==> config.mk <==
export PLATFORM = sky130hd
export DESIGN_NAME = ddr_sample_deinterleaver
export DESIGN_NICKNAME = d
export VERILOG_FILES = /design/src/rtl/ddr_deint_pkg.sv /design/src/rtl/ddr_deint_ctrl.sv /design/src/rtl/ddr_deint_datapath.sv /design/src/rtl/ddr_sample_deinterleaver.sv
export SDC_FILE = /design/constraint.sdc
export NUM_CORES = 1
export LEC_CHECK = 0
export ABC_AREA = 1
export BUFFER_PORTS_ARGS = -buffer_cell sky130_fd_sc_hd__buf_4
export CAP_MARGIN = 5
export CORE_MARGIN = 2
export CORE_UTILIZATION = 45
export DETAILED_ROUTE_END_ITERATION = 12
export GPL_ROUTABILITY_DRIVEN = 0
export PLACE_DENSITY = 0.65
export SKIP_LAST_GASP = 1
export SYNTH_ARGS = -nofsm -noshare
export SYNTH_HDL_FRONTEND = slang
export SYNTH_SLANG_ARGS = --single-unit
==> constraint.sdc <==
create_clock -name clk -period 1.2 [get_ports clk]
set_input_delay 0.24 -clock clk [delete_from_list [all_inputs] [get_ports clk]]
set_output_delay 0.24 -clock clk [all_outputs]
set_load 0.01 [all_outputs]
==> src/rtl/ddr_deint_pkg.sv <==
package ddr_deint_pkg;

  // Strobes from the control half to the datapath half
  typedef struct packed {
    logic fallFirst;  // falling-edge half opens a sample
    logic swapPairs;  // exchange odd/even bit positions
    logic pipeFull;   // pipeline holds data of the current setting
  } ctrl_strobe_t;

endpackage

==> src/rtl/ddr_deint_ctrl.sv <==
module ddr_deint_ctrl
  import ddr_deint_pkg::*;
#(
  parameter int FILL_CYCLES = 2
) (
  input  logic         clk,
  input  logic         rstN,
  input  logic         cfgFallFirst,
  input  logic         cfgSwapPairs,
  output ctrl_strobe_t strobe
);

  localparam int CW = $clog2(FILL_CYCLES + 1);
  localparam logic [CW-1:0] FILL_LOAD = CW'(FILL_CYCLES);

  logic          fallFirstQ;
  logic          swapPairsQ;
  logic [CW-1:0] fillCount;
  logic          cfgChanged;

  assign cfgChanged = (cfgFallFirst != fallFirstQ) || (cfgSwapPairs != swapPairsQ);

  // Controls are sampled on the rising edge, i.e. at a sample boundary
  always_ff @(posedge clk or negedge rstN) begin
    if (!rstN) begin
      fallFirstQ <= 1'b0;
      swapPairsQ <= 1'b0;
    end else begin
      fallFirstQ <= cfgFallFirst;
      swapPairsQ <= cfgSwapPairs;
    end
  end

  // Refill counter: reloaded on reset and on any control change
  always_ff @(posedge clk or negedge rstN) begin
    if (!rstN) begin
      fillCount <= FILL_LOAD;
    end else if (cfgChanged) begin
      fillCount <= FILL_LOAD;
    end else if (fillCount != '0) begin
      fillCount <= fillCount - 1'b1;
    end
  end

  always_comb begin
    strobe.fallFirst = fallFirstQ;
    strobe.swapPairs = swapPairsQ;
    strobe.pipeFull  = (fillCount == '0);
  end


  cfg_change_flush_chk: assert property (
    @(posedge clk) disable iff (!rstN)
    cfgChanged |=> !strobe.pipeFull
  ) else $error("pipeline not flushed after control change");


  full_drop_cause_chk: assert property (
    @(posedge clk) disable iff (!rstN)
    (!strobe.pipeFull && $past(strobe.pipeFull)) |-> $past(cfgChanged)
  ) else $error("pipeline emptied without a control change");

endmodule

==> src/rtl/ddr_deint_datapath.sv <==
module ddr_deint_datapath
  import ddr_deint_pkg::*;
#(
  parameter int LANES = 6
) (
  input  logic               clk,
  input  logic               rstN,
  input  logic [LANES-1:0]   ddrLines,
  input  ctrl_strobe_t       strobe,
  output logic [2*LANES-1:0] sampleOut,
  output logic               sampleValid
);

  localparam int WIDTH = 2 * LANES;

  logic [LANES-1:0] capRise;    // rising-edge half
  logic [LANES-1:0] capFall;    // falling-edge half
  logic [LANES-1:0] fallDly;    // falling half realigned to the rising domain
  logic [LANES-1:0] firstHalf;
  logic [LANES-1:0] secondHalf;
  logic [WIDTH-1:0] assembled;

  always_ff @(posedge clk or negedge rstN) begin
    if (!rstN) capRise <= '0;
    else       capRise <= ddrLines;
  end

  always_ff @(negedge clk or negedge rstN) begin
    if (!rstN) capFall <= '0;
    else       capFall <= ddrLines;
  end

  always_ff @(posedge clk or negedge rstN) begin
    if (!rstN) fallDly <= '0;
    else       fallDly <= capFall;
  end

  // Pair halves of one sample period:
  //   rise first: rising half at edge k, falling half just after it
  //   fall first: falling half before edge k, rising half at edge k
  always_comb begin
    if (strobe.fallFirst) begin
      firstHalf  = fallDly;
      secondHalf = capRise;
    end else begin
      firstHalf  = capRise;
      secondHalf = capFall;
    end
  end

  for (genvar g = 0; g < LANES; g++) begin : gLane
    assign assembled[2*g+1] = strobe.swapPairs ? secondHalf[g] : firstHalf[g];
    assign assembled[2*g]   = strobe.swapPairs ? firstHalf[g]  : secondHalf[g];
  end

  always_ff @(posedge clk or negedge rstN) begin
    if (!rstN) begin
      sampleOut   <= '0;
      sampleValid <= 1'b0;
    end else begin
      sampleOut   <= assembled;
      sampleValid <= strobe.pipeFull;
    end
  end


  mode_switch_quiet_chk: assert property (
    @(posedge clk) disable iff (!rstN)
    ((strobe.swapPairs != $past(strobe.swapPairs)) ||
     (strobe.fallFirst != $past(strobe.fallFirst))) |=> !sampleValid
  ) else $error("valid sample right after a mode switch");

endmodule

==> src/rtl/ddr_sample_deinterleaver.sv <==
module ddr_sample_deinterleaver
  import ddr_deint_pkg::*;
#(
  parameter int LANES       = 6,
  parameter int FILL_CYCLES = 2
) (
  input  logic               clk,
  input  logic               rstN,
  input  logic [LANES-1:0]   ddrLines,
  input  logic               cfgFallFirst,
  input  logic               cfgSwapPairs,
  output logic [2*LANES-1:0] sampleOut,
  output logic               sampleValid
);

  ctrl_strobe_t strobe;

  ddr_deint_ctrl #(
    .FILL_CYCLES(FILL_CYCLES)
  ) uCtrl (
    .clk         (clk),
    .rstN        (rstN),
    .cfgFallFirst(cfgFallFirst),
    .cfgSwapPairs(cfgSwapPairs),
    .strobe      (strobe)
  );

  ddr_deint_datapath #(
    .LANES(LANES)
  ) uPath (
    .clk        (clk),
    .rstN       (rstN),
    .ddrLines   (ddrLines),
    .strobe     (strobe),
    .sampleOut  (sampleOut),
    .sampleValid(sampleValid)
  );


  valid_needs_steady_cfg_chk: assert property (
    @(posedge clk) disable iff (!rstN)
    sampleValid |-> $past((cfgFallFirst == strobe.fallFirst) &&
                          (cfgSwapPairs == strobe.swapPairs), 2)
  ) else $error("valid sample too soon after a control change");

endmodule

# Word-level counts from Yosys, hierarchy flattened

Cells that the tools add are included.

Add/subtract/negate cells: 1
Multiply operators: 0
Divide/modulo/power cells: 0
$lt $le $gt $ge: 0
Eq/ne operators: 2
Shift operators: 0
Multiplexer cells: 16
Bitwise operators: 0
Reductions and logical operators: 4

Operators by type and width:

| cell                  | count |
|---|---|
| $mux W1               | 12 |
| $mux W6               | 2 |
| $mux W2               | 2 |
| $reduce_bool A2 Y1    | 2 |
| $logic_not A2 Y1      | 1 |
| $ne A1 B1 Y1          | 2 |
| $sub A2 B1 Y2 const B | 1 |
| $logic_or A1 B1 Y1    | 1 |

Bits in registers: 35
Latch bits: 0
Bits in writable memories: 0
ROM bits: 0
Bits of input ports: 10
Output and inout bits: 13
Word-level logic and storage cells: 31
Memories kept: 0

# Depth between registers and ports, before layout

Gate-level depths: netlist of the first run.

Word-level depth: 3
Depth in mapped cells: 6
Mapped depth without buffers: 6

# By module

Synthesis of the first run repeated with hierarchy kept, for this count alone.

Cells, all modules: 137
Area total of the unflattened synthesis: 1332.5 sq um

By module, submodules not included:

| module             | times used | cells each | area each (sq um) | seq. area each (sq um) |
|---|---|---|---|---|
| ddr_deint_datapath | 1          | 115        | 1134.8            | 775.7 |
| ddr_deint_ctrl     | 1          | 22         | 197.7             | 101.3 |

==> results.py, run 1 <==
metrics = {
    "status": {
        "violations": "DRC, setup timing",
        "status": "finished with violations",
    },
    "setup_path": {
        "path_class": "reg2reg",
        "ff2ff_path_depth": 4,
        "critPathLaunchType": "flop",
        "reg2reg_to": "uPath.sampleOut[3]$_DFF_PN0_",
        "crit_arrival_ns": 1.63,
        "cp_max_fo": 2,
        "required_ns": 1.48,
        "reg2reg_slack_ns": -0.16,
        "cp-end-kind": "flop",
        "rr_startpoint": "uPath.capFall[1]$_DFF_NN0_",
    },
    "die": {
        "core_area_um2": 2810,
        "io_pins": 23,
        "fp.dieW_um": 58.7,
        "rows": 19,
        "die-area_um2": 3450,
        "die_h_um": 58.7,
        "start_util_pct": 48.0,
    },
    "clocking": {
        "cts_tree": "built",
        "path_clk_slew_ns": 0.10,
        "clkLatencyLatePin_ns": 0.33,
        "cts-root-buf": "clkbuf_4",
        "cts.htree.levels": 2,
        "cts_made_buffers": 5,
        "clockBufferDepth": 2,
        "cts_sinks": 35,
    },
    "yosys": {
        "synthTopCellsByArea": "dfrtp_1 52%, nand2_1 14%, dfrtn_1 11%, o21ai_2 6.5%, inv_1 4.7%",
        "yosys.area.top_type": "dfrtp_1",
        "synth.ff_latch_count": 35,
        "synth_top_area_share_pct": 52.0,
        "syn_nets": 139,
        "synth_cell_types": 18,
        "synth-warning-count": 0,
        "synth.avg_cell_area_um2": 10.5,
        "yosysSeqAreaShare_pct": 65.1,
        "syn_area_um2": 1350,
        "postSynthCellCount": 128,
    },
    "timing": {
        "tightestPinTransition_ns": 0.204,
        "worst_slack_ns": -0.158,
        "hold_violations": 0,
        "slew_viol_final": 0,
        "rsz0062_at_grt": "yes",
        "setup_viol": 13,
        "relSlewSlack_pct": 86.4,
        "skew_ns": 0.0127,
    },
    "detailed_routing": {
        "vias": 914,
        "ant_nets": 0,
        "drtIter0Drc": 19,
        "drt_first_pass_iters": 8,
        "wl_um": 2170,
        "drc": 2,
        "via_per_inst": 4.66,
        "wire_per_inst_um": 11.1,
    },
    "job": {
        "cap_violations": 0,
    },
    "global_routing": {
        "grt_pass1_wl_um": 3750,
        "grt_pass1_vias": 903,
        "grt_max_degree": 26,
        "antenna_found_initial": 0,
        "grtUsageTotal_pct": 14.9,
        "gr-total-overflow": 0,
    },
    "place": {
        "port_buffers": 22,
        "hpwl_um": 1510,
        "place_ws_ns": -0.176,
        "place_area_um2": 1550,
    },
    "power_and_ir_drop": {
        "vdd_drop_max_v": 0.000837,
        "power_leakage_nw": 0.912,
        "power_density_nw_per_um2": 1390,
    },
    "final_layout": {
        "drive_gt1_share_pct": 33.3,
        "layout_common_cells": "49 x nand2_1, 28 x buf_4, 28 x dfrtp_1",
        "fillers": 239,
        "nets": 175,
        "area_growth_pct": 26.1,
        "design_area_um2": 1700,
        "final_common_cell": "nand2_1",
        "diodes": 0,
    },
    "min_path": {
        "hold_depth": 1,
        "whs_endpoint": "uPath.capRise[5]$_DFF_PN0_",
        "worstHoldStart": "ddrLines[5]",
        "min_path_type": "in2reg",
    },
}
worst max-delay path: stages, from the launching register on:
cell and delay, ns:
dfrtn_1 0.41, inv_1 0.05, o21ai_2 0.12, nand2_1 0.07, nand2_1 0.05
synth_stat cells, drive strengths merged:
library cell and n:
dfstp 1, xor2 1, buf 5, xnor2 1, o21ai 13, dfrtn 6
nand3 1, nor2 1, nand2 53, inv 17, dfrtp 28, ha 1
logic make-up after synthesis:
kind of cell,count (synthesis),synth area share [%]
buffers and inverters,22,8.91
adder cells (fa/ha/maj),1,0.928
XOR/XNOR,2,1.30
flip-flops,35,65.1
AND/OR/NAND/NOR,55,16.2
AO/OA/AOI/OAI,13,7.61
timing repair:
| item | in CTS | in global routing |
|---|---|---|
| buffers inserted | 1 | 1 |
| setup endpoints to repair | 12 | 13 |
| hold buffers | 1 | 4 |
| resized for setup | 1 | 5 |
| hold endpoints to repair | 14 | 4 |
| pin swaps | 3 | 1 |
power by group:
part	internal [W]	total, W	switching (W)
registers	0.00127	0.00130	0.0000345
clock network	0.000345	0.000715	0.000370
logic	0.000167	0.000351	0.000183
total	0.00178	0.00237	0.000588
worst max path at each step:
| stage | startpoint | to |
|---|---|---|
| 2_1_floorplan | uPath.capFall[4]$_DFF_NN0_ | uPath.sampleOut[8]$_DFF_PN0_ |
| 3_5_place_dp | uPath.capFall[4]$_DFF_NN0_ | uPath.sampleOut[8]$_DFF_PN0_ |
| 4_1_cts | uPath.capFall[3]$_DFF_NN0_ | uPath.sampleOut[7]$_DFF_PN0_ |
| 6_report | uPath.capFall[1]$_DFF_NN0_ | uPath.sampleOut[3]$_DFF_PN0_ |
| 5_1_grt | uPath.capFall[3]$_DFF_NN0_ | uPath.sampleOut[7]$_DFF_PN0_ |
| 3_3_place_gp | uPath.capFall[3]$_DFF_NN0_ | uPath.sampleOut[7]$_DFF_PN0_ |
cell type report:
cell class                      instances  area (um2)  share of cell area (%)
Clock buffer                            8        68.8                    4.05
Inverter                               17        63.8                    3.76
Multi-Input combinational cell         71         370                    21.8
Sequential cell                        35         877                    51.6
Tap cell                               31        38.8                    2.28
Timing Repair Buffer                   34         280                    16.5
sequential cells by signal, indices dropped and copies added (netlist names):
name               count
uCtrl.swapPairsQ       1
uCtrl.fillCount        2
uPath.fallDly          6
uCtrl.fallFirstQ       1
uPath.sampleOut       12
uPath.capRise          6
uPath.capFall          6
uPath.sampleValid      1
metrics by stage:
stage / instances / total power [W] / TNS (ns) / hold WS (ns) / utilization (%)
6_report: 196 / 0.00237 / -1.82 / 0.0159 / 60.6
4_1_cts: 191 / 0.00236 / -1.77 / 0.00493 / 58.3
5_1_grt: 196 / 0.00249 / -2.59 / 0.00174 / 60.6
3_3_place_gp: 181 / 0.00163 / -1.50 / 0.107 / 55.1
3_5_place_dp: 181 / 0.00164 / -1.82 / 0.110 / 55.1
2_1_floorplan: 128 / 0.00150 / -1.21 / -0.0556 / -
layer usage:
layer | up-vias | global-route usage [%] | part of all wire, %
met4 | 0 | 8.12 | 2.7
met5 | - | 0 | 0
met1 | 426 | 17.8 | 44
li1 | 457 | - | -
met2 | 24 | 23.5 | 48
met3 | 7 | 5.27 | 5.7
(Power assumes the default switching activity.)
==> run 2: changes to the inputs <==
--- a/config.mk
+++ b/config.mk
@@ -9,10 +9,10 @@
 export BUFFER_PORTS_ARGS = -buffer_cell sky130_fd_sc_hd__buf_4
 export CAP_MARGIN = 5
 export CORE_MARGIN = 2
-export CORE_UTILIZATION = 45
+export CORE_UTILIZATION = 40
 export DETAILED_ROUTE_END_ITERATION = 12
 export GPL_ROUTABILITY_DRIVEN = 0
-export PLACE_DENSITY = 0.65
+export PLACE_DENSITY = 0.59
 export SKIP_LAST_GASP = 1
 export SYNTH_ARGS = -nofsm -noshare
 export SYNTH_HDL_FRONTEND = slang
==> results.py, run 2 (same netlist as run 1, synthesis figures left out) <==
metrics = {
    "place": {
        "hpwl_um": 1400,
        "port_buffers": 22,
    },
    "setup_path": {
        "path_cells": "inv_1 > o21ai_2 > nand2_1 > nand2_1",
        "crit_arrival_ns": 1.65,
        "endpoint": "uPath.sampleOut[10]$_DFF_PN0_",
        "cp-startpoint": "uPath.capFall[5]$_DFF_NN0_",
        "rr_startpoint": "uPath.capFall[5]$_DFF_NN0_",
        "cp_num_buf_inv": 1,
        "critPathSlowestCell": "dfrtn_1",
        "cp.depth": 4,
        "critPathLaunchType": "flop",
        "cp-end-kind": "flop",
        "ff2ff_path_depth": 4,
        "cp_common_cell": "nand2_1",
        "required_ns": 1.48,
        "path_class": "reg2reg",
        "cp_max_fo": 2,
        "cpPeakStageDelay_ns": 0.42,
        "reg2reg_slack_ns": -0.16,
        "critical_path.top_delay_family": "flip-flops",
        "reg2reg_to": "uPath.sampleOut[10]$_DFF_PN0_",
    },
    "global_routing": {
        "grt_max_degree": 26,
        "grt_pass1_vias": 755,
        "grt_pass1_wl_um": 3310,
        "grtUsageTotal_pct": 12.3,
        "antenna_found_initial": 0,
        "gr-total-overflow": 0,
    },
    "final_layout": {
        "nets": 176,
        "final_common_cell": "nand2_1",
        "area_growth_pct": 28.1,
        "fillers": 319,
        "drive_gt1_share_pct": 31.3,
        "layout_common_cells": "49 x nand2_1, 28 x dfrtp_1, 27 x buf_4",
        "diodes": 0,
        "largest_reg_flops": 12,
        "regMostFlops": "uPath.sampleOut",
    },
    "die": {
        "die-area_um2": 3850,
        "io_pins": 23,
        "rows": 21,
        "start_util_pct": 41.0,
        "core_area_um2": 3280,
        "fp.dieW_um": 62.0,
        "die_h_um": 62.0,
    },
    "timing": {
        "tightestPinTransition_ns": 0.226,
        "tns_ns": -1.73,
        "worst_slack_ns": -0.163,
        "setup_viol": 12,
        "skew_ns": 0.0141,
        "slew_viol_final": 0,
        "relSlewSlack_pct": 84.9,
        "hold_violations": 0,
        "rsz0062_at_grt": "yes",
        "timing.hold.ws_ns": 0.0271,
    },
    "power_and_ir_drop": {
        "p_seq_share_pct": 55.2,
        "p_comb_share_pct": 14.5,
        "clkPwrFrac_pct": 30.3,
        "internal-power_w": 0.00178,
        "power.switching_w": 0.000574,
        "power_leakage_nw": 0.914,
        "switching_share_pct": 24.4,
        "power_density_nw_per_um2": 1360,
        "vdd_drop_max_v": 0.000722,
    },
    "clocking": {
        "clockBufferDepth": 2,
        "clkLatencyLatePin_ns": 0.33,
        "cts.htree.levels": 2,
        "path_clk_slew_ns": 0.10,
        "cts_tree": "built",
        "cts_sinks": 35,
        "cts-root-buf": "clkbuf_4",
        "cts_made_buffers": 5,
    },
    "min_path": {
        "min_path_type": "in2reg",
        "worstHoldStart": "cfgFallFirst",
    },
    "job": {
        "cap_violations": 0,
    },
    "status": {
        "status": "finished with violations",
        "violations": "setup timing",
    },
    "detailed_routing": {
        "vias": 891,
        "drc": 0,
        "via_per_inst": 4.20,
        "wire_per_inst_um": 9.33,
        "ant_nets": 0,
        "wl_um": 1980,
        "drt_first_pass_iters": 4,
        "drtIter0Drc": 21,
    },
}
## run 2: changes by cell type in the layout (fill, tap and decap cells not counted)
cell	delta
inv_1	+1
o21ai_2	-1
dlygate4sd3_1	+2
inv_2	-1
o21ai_1	+1
buf_4	-1
## run 2: repair_timing
item,4_1_cts,5_1_grt
endpoints found under the hold margin,12,4
endpoints found under the setup margin,12,13
hold buffers,3,4
buffers inserted,0,1
pin swaps,1,4
resized for setup,1,3
## run 2: final cells by class
| class | instances | area [um2] | share of cell area (%) |
|---|---|---|---|
| multi-input cells | 71 | 367 | 21.2 |
| inverters | 17 | 63.8 | 3.70 |
| flip-flops and latches | 35 | 877 | 50.8 |
| repair buffers | 35 | 293 | 17.0 |
| clock buffers | 8 | 68.8 | 3.99 |
| well taps | 46 | 57.6 | 3.33 |
## run 2: worst min-delay path by stage
| stage | endpoint | slack [ns] | depth (start not counted) |
|---|---|---|---|
| floorplan | uCtrl.fallFirstQ$_DFF_PN0_ | -0.06 | 0 |
| global placement | uPath.sampleOut[1]$_DFF_PN0_ | 0.12 | 1 |
| detailed placement | uPath.sampleOut[0]$_DFF_PN0_ | 0.12 | 1 |
| CTS | uPath.capRise[5]$_DFF_PN0_ | 0.00009 | 1 |
| global route | uCtrl.swapPairsQ$_DFF_PN0_ | 0.006 | 1 |
| finish | uCtrl.fallFirstQ$_DFF_PN0_ | 0.03 | 1 |
## run 2: power by group through the flow
stage | Combinational [W] | Sequential (W) | Clock [W]
global placement | 0.000306 | 0.00132 | 0
finish | 0.000341 | 0.00130 | 0.000713
floorplan | 0.000156 | 0.00134 | 0
CTS | 0.000326 | 0.00130 | 0.000741
detailed placement | 0.000316 | 0.00132 | 0
global route | 0.000392 | 0.00131 | 0.000788
## run 2: layer usage
layer | vias up | share of wire (%) | global-route usage, %
met5 | - | 0 | 0
met4 | 0 | 2.6 | 6.38
met3 | 6 | 5.9 | 5.59
met2 | 24 | 47 | 18.2
met1 | 401 | 44 | 15.2
li1 | 460 | - | -
## run 2: stage by stage
stage	util [%]	instance area (um2)	setup WS (ns)	instances	total power [W]
2_1_floorplan	-	1350	-0.122	128	0.00150
3_3_place_gp	47.6	1560	-0.154	196	0.00163
3_5_place_dp	47.6	1560	-0.186	196	0.00164
4_1_cts	50.7	1670	-0.172	207	0.00236
5_1_grt	52.6	1730	-0.233	212	0.00249
6_report	52.6	1730	-0.163	212	0.00235
